## src/rtl/spi_prog_pkg.sv

```systemverilog
package spi_prog_pkg;
  localparam logic [7:0] OP_ENABLE    = 8'hAC;
  localparam logic [7:0] SYNC_ECHO    = 8'h53;
  localparam logic [7:0] OP_FL_LOAD_L = 8'h40;
  localparam logic [7:0] OP_FL_LOAD_H = 8'h48;
  localparam logic [7:0] OP_FL_COMMIT = 8'h4C;
  localparam logic [7:0] OP_EE_LOAD   = 8'hC1;
  localparam logic [7:0] OP_EE_COMMIT = 8'hC2;
  localparam logic [7:0] OP_EE_BYTE   = 8'hC0;

  typedef enum logic [3:0] {
    ST_IDLE, ST_RST_ON, ST_RST_OFF, ST_EN_SEND, ST_SEND, ST_SEND_W,
    ST_WAIT, ST_SYNC, ST_GET, ST_HI, ST_NEXT, ST_COMMIT_DLY,
    ST_BYTE_DLY, ST_FIN, ST_FAIL
  } seq_st_t;

  function automatic logic [31:0] mk_frame(input logic [7:0] b1, input logic [7:0] b2,
                                           input logic [7:0] b3, input logic [7:0] b4);
    return {b1, b2, b3, b4};
  endfunction
endpackage

```

## src/rtl/spi_wait_timer.sv

```systemverilog
module spi_wait_timer #(
  parameter int TMR_W = 32
) (
  input  logic             clk,
  input  logic             rst_n,
  input  logic             load,
  input  logic [TMR_W-1:0] val,
  output logic             expired
);
  logic [TMR_W-1:0] cnt_q;

  always_ff @(posedge clk or negedge rst_n) begin
    if (!rst_n)              cnt_q <= '0;
    else if (load)           cnt_q <= val;
    else if (cnt_q != '0)    cnt_q <= cnt_q - 1'b1;
  end

  assign expired = (cnt_q == '0);

  // once run out, the timer stays expired until reloaded (R2 delays)
  p_expired_sticky_r2: assert property (@(posedge clk) disable iff (!rst_n)
    (expired && !load) |=> expired);
endmodule

```

## src/rtl/spi_bit_engine.sv

```systemverilog
module spi_bit_engine #(
  parameter int DIV_W    = 8,
  parameter int MIN_HALF = 3
) (
  input  logic             clk,
  input  logic             rst_n,
  input  logic             start,
  input  logic [31:0]      frame,
  input  logic [DIV_W-1:0] half_div,
  input  logic             miso,
  output logic             sck,
  output logic             mosi,
  output logic             busy,
  output logic             done,
  output logic [7:0]       echo_byte
);
  localparam logic [DIV_W-1:0] MIN_V = DIV_W'(MIN_HALF);

  logic [31:0]      sh_q;
  logic [DIV_W-1:0] cnt_q, half_q, half_eff;
  logic [4:0]       bit_q;

  assign half_eff = (half_div < MIN_V) ? MIN_V : half_div;
  assign mosi     = busy & sh_q[31];

  always_ff @(posedge clk or negedge rst_n) begin
    if (!rst_n) begin
      busy <= 1'b0; sck <= 1'b0; done <= 1'b0; cnt_q <= '0; half_q <= MIN_V;
      bit_q <= '0; sh_q <= '0; echo_byte <= '0;
    end else begin
      done <= 1'b0;
      if (!busy) begin
        if (start) begin
          busy <= 1'b1; sh_q <= frame; cnt_q <= '0; bit_q <= '0; half_q <= half_eff;
        end
      end else if (cnt_q == half_q - 1'b1) begin
        cnt_q <= '0;
        if (!sck) begin
          sck <= 1'b1;
        end else begin
          sck  <= 1'b0;
          sh_q <= {sh_q[30:0], 1'b0};
          if (bit_q[4:3] == 2'b10) echo_byte <= {echo_byte[6:0], miso};
          bit_q <= bit_q + 1'b1;
          if (bit_q == 5'd31) begin
            busy <= 1'b0; done <= 1'b1;
          end
        end
      end else begin
        cnt_q <= cnt_q + 1'b1;
      end
    end
  end

  // checker state: length of the current sck level
  logic        sck_d;
  logic [15:0] run_q;
  always_ff @(posedge clk or negedge rst_n) begin
    if (!rst_n) begin
      sck_d <= 1'b0; run_q <= '0;
    end else begin
      sck_d <= sck;
      if (sck != sck_d)     run_q <= 16'd1;
      else if (run_q != '1) run_q <= run_q + 1'b1;
    end
  end

  p_sck_level_min_r4: assert property (@(posedge clk) disable iff (!rst_n)
    (sck != sck_d) |-> (run_q >= 16'(MIN_HALF)));
  p_mosi_hold_r3: assert property (@(posedge clk) disable iff (!rst_n)
    (sck && $past(sck)) |-> $stable(mosi));
  p_sck_idle_low_r3: assert property (@(posedge clk) disable iff (!rst_n)
    !busy |-> !sck);
endmodule

```

## src/rtl/spi_prog_seq.sv

```systemverilog
module spi_prog_seq
  import spi_prog_pkg::*;
#(
  parameter int DIV_W          = 8,
  parameter int MIN_HALF       = 3,
  parameter int TMR_W          = 32,
  parameter int PWRUP_WAIT     = 2_000_000,
  parameter int RST_PULSE      = 8,
  parameter int FLASH_WR_WAIT  = 450_000,
  parameter int EE_WR_WAIT     = 900_000,
  parameter int MAX_SYNC_TRIES = 4,
  parameter int PAGE_WORDS     = 64,
  parameter int EE_PAGE_BYTES  = 4
) (
  input  logic             clk,
  input  logic             rst_n,
  input  logic             start,
  input  logic [1:0]       job_mode,
  input  logic             tgt_erased,
  input  logic [7:0]       page_addr,
  input  logic [DIV_W-1:0] half_div,
  input  logic             in_valid,
  output logic             in_ready,
  input  logic [15:0]      in_data,
  output logic             busy,
  output logic             done,
  output logic             error,
  output logic             tgt_rst,
  output logic             tgt_sck,
  output logic             tgt_mosi,
  input  logic             tgt_miso
);
  localparam int ITEMS_MAX = (PAGE_WORDS > EE_PAGE_BYTES) ? PAGE_WORDS : EE_PAGE_BYTES;
  localparam int IDX_W     = (ITEMS_MAX > 1) ? $clog2(ITEMS_MAX) : 1;
  localparam int TRY_W     = (MAX_SYNC_TRIES > 1) ? $clog2(MAX_SYNC_TRIES) : 1;

  seq_st_t          st_q, ret_q;
  logic [31:0]      frame_q;
  logic [TRY_W-1:0] tries_q;
  logic [IDX_W-1:0] idx_q, last_idx;
  logic [15:0]      data_q;
  logic [1:0]       mode_q;
  logic             erased_q, rst_q, done_q, err_q;
  logic [7:0]       page_q, echo_byte;
  logic             sh_start, sh_busy, sh_done, tmr_load, tmr_exp;
  logic [TMR_W-1:0] tmr_val;
  logic             is_byte, is_eepage;

  assign is_byte   = mode_q[1];
  assign is_eepage = (mode_q == 2'd1);
  assign last_idx  = (mode_q == 2'd0) ? IDX_W'(PAGE_WORDS - 1) : IDX_W'(EE_PAGE_BYTES - 1);
  assign sh_start  = (st_q == ST_SEND);
  assign in_ready  = (st_q == ST_GET);
  assign busy      = (st_q != ST_IDLE);
  assign done      = done_q;
  assign error     = err_q;
  assign tgt_rst   = rst_q;

  always_comb begin
    tmr_load = 1'b1;
    case (st_q)
      ST_RST_ON:     tmr_val = TMR_W'(RST_PULSE);
      ST_RST_OFF:    tmr_val = TMR_W'(PWRUP_WAIT);
      ST_COMMIT_DLY: tmr_val = is_eepage ? TMR_W'(EE_WR_WAIT) : TMR_W'(FLASH_WR_WAIT);
      ST_BYTE_DLY:   tmr_val = TMR_W'(EE_WR_WAIT);
      default: begin tmr_load = 1'b0; tmr_val = '0; end
    endcase
  end

  spi_wait_timer #(.TMR_W(TMR_W)) u_tmr (
    .clk(clk), .rst_n(rst_n), .load(tmr_load), .val(tmr_val), .expired(tmr_exp));

  spi_bit_engine #(.DIV_W(DIV_W), .MIN_HALF(MIN_HALF)) u_eng (
    .clk(clk), .rst_n(rst_n), .start(sh_start), .frame(frame_q), .half_div(half_div),
    .miso(tgt_miso), .sck(tgt_sck), .mosi(tgt_mosi), .busy(sh_busy), .done(sh_done),
    .echo_byte(echo_byte));

  always_ff @(posedge clk or negedge rst_n) begin
    if (!rst_n) begin
      st_q <= ST_IDLE; ret_q <= ST_IDLE; frame_q <= '0; tries_q <= '0; idx_q <= '0;
      data_q <= '0; mode_q <= '0; erased_q <= 1'b0; page_q <= '0;
      rst_q <= 1'b0; done_q <= 1'b0; err_q <= 1'b0;
    end else begin
      case (st_q)
        ST_IDLE: if (start) begin
          mode_q <= job_mode; erased_q <= tgt_erased; page_q <= page_addr;
          tries_q <= '0; done_q <= 1'b0; err_q <= 1'b0; st_q <= ST_RST_ON;
        end
        ST_RST_ON:  begin rst_q <= 1'b1; ret_q <= ST_RST_OFF; st_q <= ST_WAIT; end
        ST_RST_OFF: begin rst_q <= 1'b0; ret_q <= ST_EN_SEND; st_q <= ST_WAIT; end
        ST_EN_SEND: begin
          frame_q <= mk_frame(OP_ENABLE, SYNC_ECHO, 8'h00, 8'h00);
          ret_q <= ST_SYNC; st_q <= ST_SEND;
        end
        ST_SEND:   st_q <= ST_SEND_W;
        ST_SEND_W: if (sh_done) st_q <= ret_q;
        ST_WAIT:   if (tmr_exp) st_q <= ret_q;
        ST_SYNC: begin
          if (echo_byte == SYNC_ECHO) begin
            idx_q <= '0; st_q <= ST_GET;
          end else if (tries_q == TRY_W'(MAX_SYNC_TRIES - 1)) begin
            st_q <= ST_FAIL;
          end else begin
            tries_q <= tries_q + 1'b1; st_q <= ST_RST_ON;
          end
        end
        ST_GET: if (in_valid) begin
          data_q <= in_data;
          if (is_byte) begin
            if (erased_q && in_data[7:0] == 8'hFF) st_q <= ST_NEXT;
            else begin
              frame_q <= mk_frame(OP_EE_BYTE, page_q, 8'(idx_q), in_data[7:0]);
              ret_q <= ST_BYTE_DLY; st_q <= ST_SEND;
            end
          end else if (is_eepage) begin
            frame_q <= mk_frame(OP_EE_LOAD, 8'h00, 8'(idx_q), in_data[7:0]);
            ret_q <= ST_NEXT; st_q <= ST_SEND;
          end else begin
            frame_q <= mk_frame(OP_FL_LOAD_L, 8'h00, 8'(idx_q), in_data[7:0]);
            ret_q <= ST_HI; st_q <= ST_SEND;
          end
        end
        ST_HI: begin
          frame_q <= mk_frame(OP_FL_LOAD_H, 8'h00, 8'(idx_q), data_q[15:8]);
          ret_q <= ST_NEXT; st_q <= ST_SEND;
        end
        ST_NEXT: begin
          if (idx_q == last_idx) begin
            if (is_byte) st_q <= ST_FIN;
            else begin
              frame_q <= mk_frame(is_eepage ? OP_EE_COMMIT : OP_FL_COMMIT, page_q, 8'h00, 8'h00);
              ret_q <= ST_COMMIT_DLY; st_q <= ST_SEND;
            end
          end else begin
            idx_q <= idx_q + 1'b1; st_q <= ST_GET;
          end
        end
        ST_COMMIT_DLY: begin ret_q <= ST_FIN; st_q <= ST_WAIT; end
        ST_BYTE_DLY:   begin ret_q <= ST_NEXT; st_q <= ST_WAIT; end
        ST_FIN:        begin done_q <= 1'b1; st_q <= ST_IDLE; end
        ST_FAIL:       begin err_q <= 1'b1; st_q <= ST_IDLE; end
        default:       st_q <= ST_IDLE;
      endcase
    end
  end

  p_rst_low_in_frame_r13: assert property (@(posedge clk) disable iff (!rst_n)
    sh_busy |-> !tgt_rst);
  p_ready_engine_idle_r12: assert property (@(posedge clk) disable iff (!rst_n)
    in_ready |-> !sh_busy);
  p_status_exclusive_r6: assert property (@(posedge clk) disable iff (!rst_n)
    !(done && error));
  p_ready_sched_after_sync_r5: assert property (@(posedge clk) disable iff (!rst_n)
    $rose(in_ready) |-> !tgt_rst);
endmodule

```

## config.mk

```make
export PLATFORM = sky130hd
export DESIGN_NAME = spi_prog_seq
export DESIGN_NICKNAME = d
export VERILOG_FILES = /design/src/rtl/spi_prog_pkg.sv /design/src/rtl/spi_wait_timer.sv /design/src/rtl/spi_bit_engine.sv /design/src/rtl/spi_prog_seq.sv
export SDC_FILE = /design/constraint.sdc
export NUM_CORES = 1
export LEC_CHECK = 0
export BUFFER_PORTS_ARGS = -buffer_cell sky130_fd_sc_hd__buf_2
export CAP_MARGIN = 10
export CORE_ASPECT_RATIO = 1.5
export CORE_MARGIN = 2
export CORE_UTILIZATION = 45
export DETAILED_ROUTE_END_ITERATION = 6
export GPL_TIMING_DRIVEN = 0
export RECOVER_POWER = 100
export REMOVE_ABC_BUFFERS = 1
export SYNTH_ARGS = -nofsm -noshare
export SYNTH_HDL_FRONTEND = slang
export SYNTH_SLANG_ARGS = --single-unit
```

## constraint.sdc

```tcl
create_clock -name clk -period 2.6 [get_ports clk]
set_input_delay 0.65 -clock clk [delete_from_list [all_inputs] [get_ports clk]]
set_output_delay 0.65 -clock clk [all_outputs]
set_load 0.1 [all_outputs]
```

Word level (Yosys, flattened, before mapping) --
Cells that the tools add are included.
Cells by class: $add $sub $neg 6, magnitude comparators 1, eq/ne operators 35, multiplexer cells 65, bitwise gates (word level) 2, reduce and logical (&&, ||, !) cells 31
Operator list (count):
- 32-bit two-way mux | 12
- 32-bit case mux with 4 select lines | 1
- 21-bit case mux with 4 select lines | 1
- 4-bit two-way mux | 15
- 8-bit two-way mux | 5
- 4-bit case mux with 9 select lines | 1
- 32-bit zero test | 1
- 32-bit nonzero test | 1
- 32-bit by 1-bit subtractor with 32-bit output (second input constant) | 1
- 4-bit == test (second input constant) | 7
- 4-bit case mux with 7 select lines | 1
- 20-bit two-way mux | 1
- 5-bit two-way mux | 4
- 2-bit inequality test (second input constant) | 10
- 6-bit two-way mux | 3
- 4-bit by 3-bit == test with 1-bit output (second input constant) | 4
- 2-bit nonzero test | 7
- 1-bit two-way mux | 12
- 6-bit case mux with 2 select lines | 1
- 2-bit AND reduction | 6
- 4-bit AND reduction | 3
- 5-bit AND reduction | 2
- 8-bit by 1-bit adder with 8-bit output (second input constant) | 1
- 4-bit by 2-bit == test with 1-bit output (second input constant) | 2
- 28 further kinds | 38
Word-level totals: flip-flop bits (word level) 174, input bits 40, output and inout bits 7, word-level logic and storage cells 161

Logic depth before layout (Yosys ltp) --
depth in word-level cells 6, mapped depth 10, gate-level depth less buffers 8

Hierarchy --
Synthesis repeated with hierarchy kept, for this count alone.
Unflattened totals: cell total of the unflattened synthesis 815, area, all modules 8907.3 µm²
By module, submodules not included:
- spi_bit_engine | instances 1, cells an instance 289, area an instance 3498.4 µm², seq. area each 1604.0 µm²
- spi_prog_seq | instances 1, cells an instance 322, area an instance 3494.6 µm², seq. area each 1676.6 µm²
- spi_wait_timer | instances 1, cells an instance 204, area an instance 1914.3 µm², seq. area each 800.8 µm²

Worst setup path after synthesis --
No wires, ideal clock.
kind register -> output, from register st_q[3], to output in_ready, arrival 2.248 ns, data required time 1.950 ns, setup slack -0.298 ns, stages on the path, launching flop included 7, buffers on the path 2, path through dfrtp_1 -> clkbuf_1 -> inv_1 -> nor2_1 -> nand2_1 -> inv_1 -> buf_1
Between the ends: cells in the longest elaborated chain, start to end 1
RTL lines:
- from (decl) | line spi_prog_seq.sv:37 | seq_st_t st_q, ret_q;
- from (signal assigned) | line spi_prog_seq.sv:96 | ST_SEND_W: if (sh_done) st_q <= ret_q;
- from (signal assigned) | line spi_prog_seq.sv:97 | ST_WAIT: if (tmr_exp) st_q <= ret_q;
- 4-bit == test | line spi_prog_seq.sv:53 | assign in_ready = (st_q == ST_GET);
- to (decl) | line spi_prog_seq.sv:23 | output logic in_ready,
Every way passes these cells.

Worst setup path after layout --
from register u_eng.half_q[2], to register u_eng.echo_byte[3]
Between the ends: cells in the longest elaborated chain, start to end 3
RTL lines:
- from (decl) | line spi_bit_engine.sv:20 | logic [DIV_W-1:0] cnt_q, half_q, half_eff;
- from (signal assigned) | line spi_bit_engine.sv:28 | busy <= 1'b0; sck <= 1'b0; done <= 1'b0; cnt_q <= '0; half_q <= MIN_V;
- from (signal assigned) | line spi_bit_engine.sv:34 | busy <= 1'b1; sh_q <= frame; cnt_q <= '0; bit_q <= '0; half_q <= half_eff;
- 8-bit by 1-bit subtractor with 8-bit output | line spi_bit_engine.sv:36 | end else if (cnt_q == half_q - 1'b1) begin
- 8-bit == test | line spi_bit_engine.sv:36
- 4-bit AND reduction (no line)
- to (signal assigned) | line spi_bit_engine.sv:43 | if (bit_q[4:3] == 2'b10) echo_byte <= {echo_byte[6:0], miso};
- to (decl) | line spi_bit_engine.sv:15 | output logic [7:0] echo_byte
Every way passes these cells. A chain may end at the register's enable or synchronous reset.

==> summary.md <==
| Metric | Value |
|---|---|
| VDD IR-drop max | `0.493 mV` |
| Crit path buf inv count | `1` |
| DP Area | `8640 µm²` |
| Synthesized area | `8170 µm²` |
| H-tree levels | `4` |
| CP cell instances | `nor2_1 > nor4b_1 > xnor2_1 > nand4_1 > nor3_4 > buf_12 > mux2_2` |
| R2R Path End | `u_eng.echo_byte[3]$_DFFE_PN0P_` |
| CP Data Arrival Time | `2.97 ns` |
| Worst setup EP type | `flop` |
| #FFs+latches synth | `163` |
| Die area | `19300 µm²` |
| Hold Path Class | `primary input to flop` |
| Crit Path Category | `flop to flop` |
| Most frequent cells in the layout | `156 x dfrtp_1, 133 x nand2_1, 71 x a21oi_1, 65 x nor2_1, 43 x nor3_1` |
| Cell variety after synth | `63` |
| Initial core utilization | `45.7%` |
| Fraction of registers with async set/reset | `100%` |
| Clock share of power | `25.0%` |
| Layout cell share with drive strength beyond 1 | `19.3%` |
| Yosys warns | `0` |
| Sw Ratio | `39.2%` |
| Nets | `962` |
| Dominant synthesized flop cell | `dfrtp_1` |
| Gr ovfl total | `0` |
| Final worst slack | `-0.0517 ns` |
| Fmax | `377 MHz` |
| 1st-iter DRT viols | `347` |
| Post-DRT Antenna Nets | `0` |
| Status | `finished, violations left` |
| CTS sink cnt | `163` |
| Vias in the first global route | `6659` |
| # hold bufs at CTS | `0` |
| Via count | `6599` |
| Final core utilization | `53.9%` |
| Worst Tran Pin Value | `1.33 ns` |
| Routed len/inst | `17.8 µm` |
| CP max-delay cell | `dfrtp_1` |
| Die W | `114 µm` |
| Die height | `169 µm` |
| Max Buffers Root-to-Sink | `2` |
| Non-filler cells in the finished layout | `1144` |
| Site Rows | `60` |
| Fin crit period | `2.65 ns` |
| CTS buffer count | `17` |
| Root buf cell | `clkbuf_16` |
| First-pass GRT wire length | `33200 µm` |
| Final hold vios | `0` |
| Combinational share of power | `35.2%` |
| DRT Pass-1 Iters | `5` |
| Initial antenna violation count | `0` |
| Crit path depth | `7` |
| Final period utilization | `102%` |
| IO Port Bufs | `46` |
| Total wire length | `20300 µm` |
| Pre-CTS setup slack | `-1.15 ns` |
| Hold path endpoint | `u_eng.half_q[5]$_DFFE_PN0P_` |
| Worst Skew | `0.0102 ns` |
| Reg power frac | `39.8%` |
| Power Total | `0.0104 W` |
| P_sw | `0.00409 W` |
| Ports | `47` |
| HPWL after detailed placement | `12900 µm` |
| Slew headroom | `11.1%` |
| Max-slew violation count | `0` |
| CP top delay family | `simple AND/OR/NAND/NOR gates` |
| Worst Path Required | `2.92 ns` |
| Failing checks | `negative setup slack` |
| Placed Cells | `1087` |
| FILL cells | `1635` |
| Drc violations | `0` |
| Post-route cell area | `9640 µm²` |
| Footprint of the multi-input gates | `4080 µm²` |
| Placer Congestion | `0.882` |
| Leakage | `4.47 nW` |
| Synth Instances | `858` |
| Drt via density | `5.77` |
| Register Area | `4100 µm²` |
| Gr usage total | `21.8%` |
| Int Pwr | `0.00634 W` |
| CTS tree | `yes` |
| Worst setup SP type | `flop` |
| Antenna diodes | `0` |
| Final setup viols | `8` |
| Reg-to-reg critical path startpoint | `u_eng.half_q[2]$_DFFE_PN0P_` |
| Clock transition at path regs | `0.07 ns` |
| CP Max Fanout | `8` |
| Latest clock arrival within the worst-skew pair | `0.43 ns` |
| Max cap viols | `0` |
| Post-synthesis sequential area ratio | `50.0%` |
| Core area | `17900 µm²` |
| Crit-path max cell delay | `0.44 ns` |
| Min-delay src | `half_div[5]` |
| Leading cell type in the layout, fill and taps excluded | `dfrtp_1` |
| R2R Setup Slk | `-0.05 ns` |
| Cell depth of the worst flop-to-flop path | `7` |
| WHS Path Cells | `3` |
| Post-synth EDFFs | `0` |
| Largest net degree at the start of global routing | `114` |
| Mean Syn Cell Area | `9.52 µm²` |
| PwrDens | `1080 nW/µm²` |
| Layout area overhead | `18.0%` |
## stage by stage
stage | hold slack, ns | TNS (ns)
floorplan | 0.354 | -59.47
global placement | 0.460 | -476.11
detailed placement | 0.468 | -60.93
CTS | 0.125 | -0.321
global route | 0.436 | -3.31
finish | 0.423 | -0.349
## cells by family (layout without fill, tap and decap cells)
family                     Yosys count  count (layout)  share of synthesized area [%]
and+or+nand+nor                    348             351                           20.2
AOI/OAI and AO/OA                  172             172                           12.6
muxes                               64              64                           8.32
DFF                                163             163                           50.0
xor gates and xnor gates            43              43                           4.61
adders and majority gates           10              10                           1.47
buffers and inverters               58             124                           2.79
## synthesized netlist by cell type (3+ instances only)
master	number	area, µm²
o22a_1	3	26.3
a21oi_1	71	355
ha_1	8	100
a21o_1	4	30.0
o31ai_1	6	45.0
nor3_1	47	235
xnor2_1	18	158
buf_2	8	40.0
a22oi_1	8	60.1
clkbuf_1	23	86.3
o41ai_1	3	26.3
inv_1	19	71.3
nand4_1	10	62.6
o21ai_0	43	215
mux2i_1	33	330
or3_1	7	43.8
nor2b_1	13	81.3
and2_1	4	25.0
nand3_1	18	90.1
nor2_1	68	255
nor4_1	11	68.8
nand2_1	134	503
o21a_1	3	22.5
dfrtp_1	161	4030
a211oi_1	3	22.5
buf_1	8	30.0
or4_1	5	37.5
nand2b_1	8	50.1
xor2_1	25	219
nor4b_1	3	26.3
mux2_2	31	349
o22ai_1	6	37.5
a22o_1	7	61.3
a31oi_1	3	18.8
## area by class of cell
type	instances	share of cell area, %
clock buffer	18	4.56
tap	217	2.82
timing repair buffer	73	5.28
multi-input combinational	640	42.4
sequential	163	42.5
clock inverter	14	1.71
inverter	19	0.779
## sequential cells by signal, summed over array words and instances (netlist names), 2 cells and up
register	flops
tries_q	2
data_q	8
ret_q	4
u_eng.echo_byte	8
u_tmr.cnt_q	32
mode_q	2
u_eng.cnt_q	8
st_q	4
u_eng.half_q	8
page_q	8
frame_q	29
u_eng.bit_q	5
idx_q	6
u_eng.sh_q	32
## per-layer routing
metal	vias up	routed length [µm]	GRT usage, %
li1	3155	-	-
met1	3269	8380	26.1
met2	128	10600	37.8
met3	47	517	2.90
met4	0	817	11.5
met5	-	0	0
## worst max path at each step
stage,from,end,slack (ns)
final,u_eng.half_q[2]$_DFFE_PN0P_,u_eng.echo_byte[3]$_DFFE_PN0P_,-0.05
after global routing,u_eng.half_q[2]$_DFFE_PN0P_,u_eng.cnt_q[5]$_DFFE_PN0P_,-0.24
after CTS,u_eng.half_q[0]$_DFFE_PN1P_,u_eng.echo_byte[3]$_DFFE_PN0P_,-0.05
after detailed placement,u_eng.half_q[0]$_DFFE_PN1P_,u_eng.sh_q[21]$_DFFE_PN0P_,-1.15
after global placement,u_eng.busy$_DFF_PN0_,u_eng.bit_q[2]$_DFFE_PN0P_,-3.13
after floorplan,u_eng.busy$_DFF_PN0_,u_eng.bit_q[2]$_DFFE_PN0P_,-1.13
## worst reg2reg max path: stages, from the launching register on
cell and delay, ns:
dfrtp_1 0.44, nor2_1 0.18, nor4b_1 0.44, xnor2_1 0.34
nand4_1 0.34, nor3_4 0.30, buf_12 0.17, mux2_2 0.34
## power by group through the flow
stage | logic (W) | clock network (W) | registers [W]
after CTS | 0.00352 | 0.00266 | 0.00414
after floorplan | 0.00245 | 0 | 0.00399
after global placement | 0.00313 | 0 | 0.00414
after detailed placement | 0.00324 | 0 | 0.00416
after global routing | 0.00409 | 0.00276 | 0.00427
final | 0.00368 | 0.00261 | 0.00415
## what timing repair did
item,4_1_cts,5_1_grt
pin swaps,6,7
endpoints found under the setup margin,133,70
setup buffers,12,10
gates resized for setup,28,19
gates cloned,3,0
(Power assumes the default switching activity.)
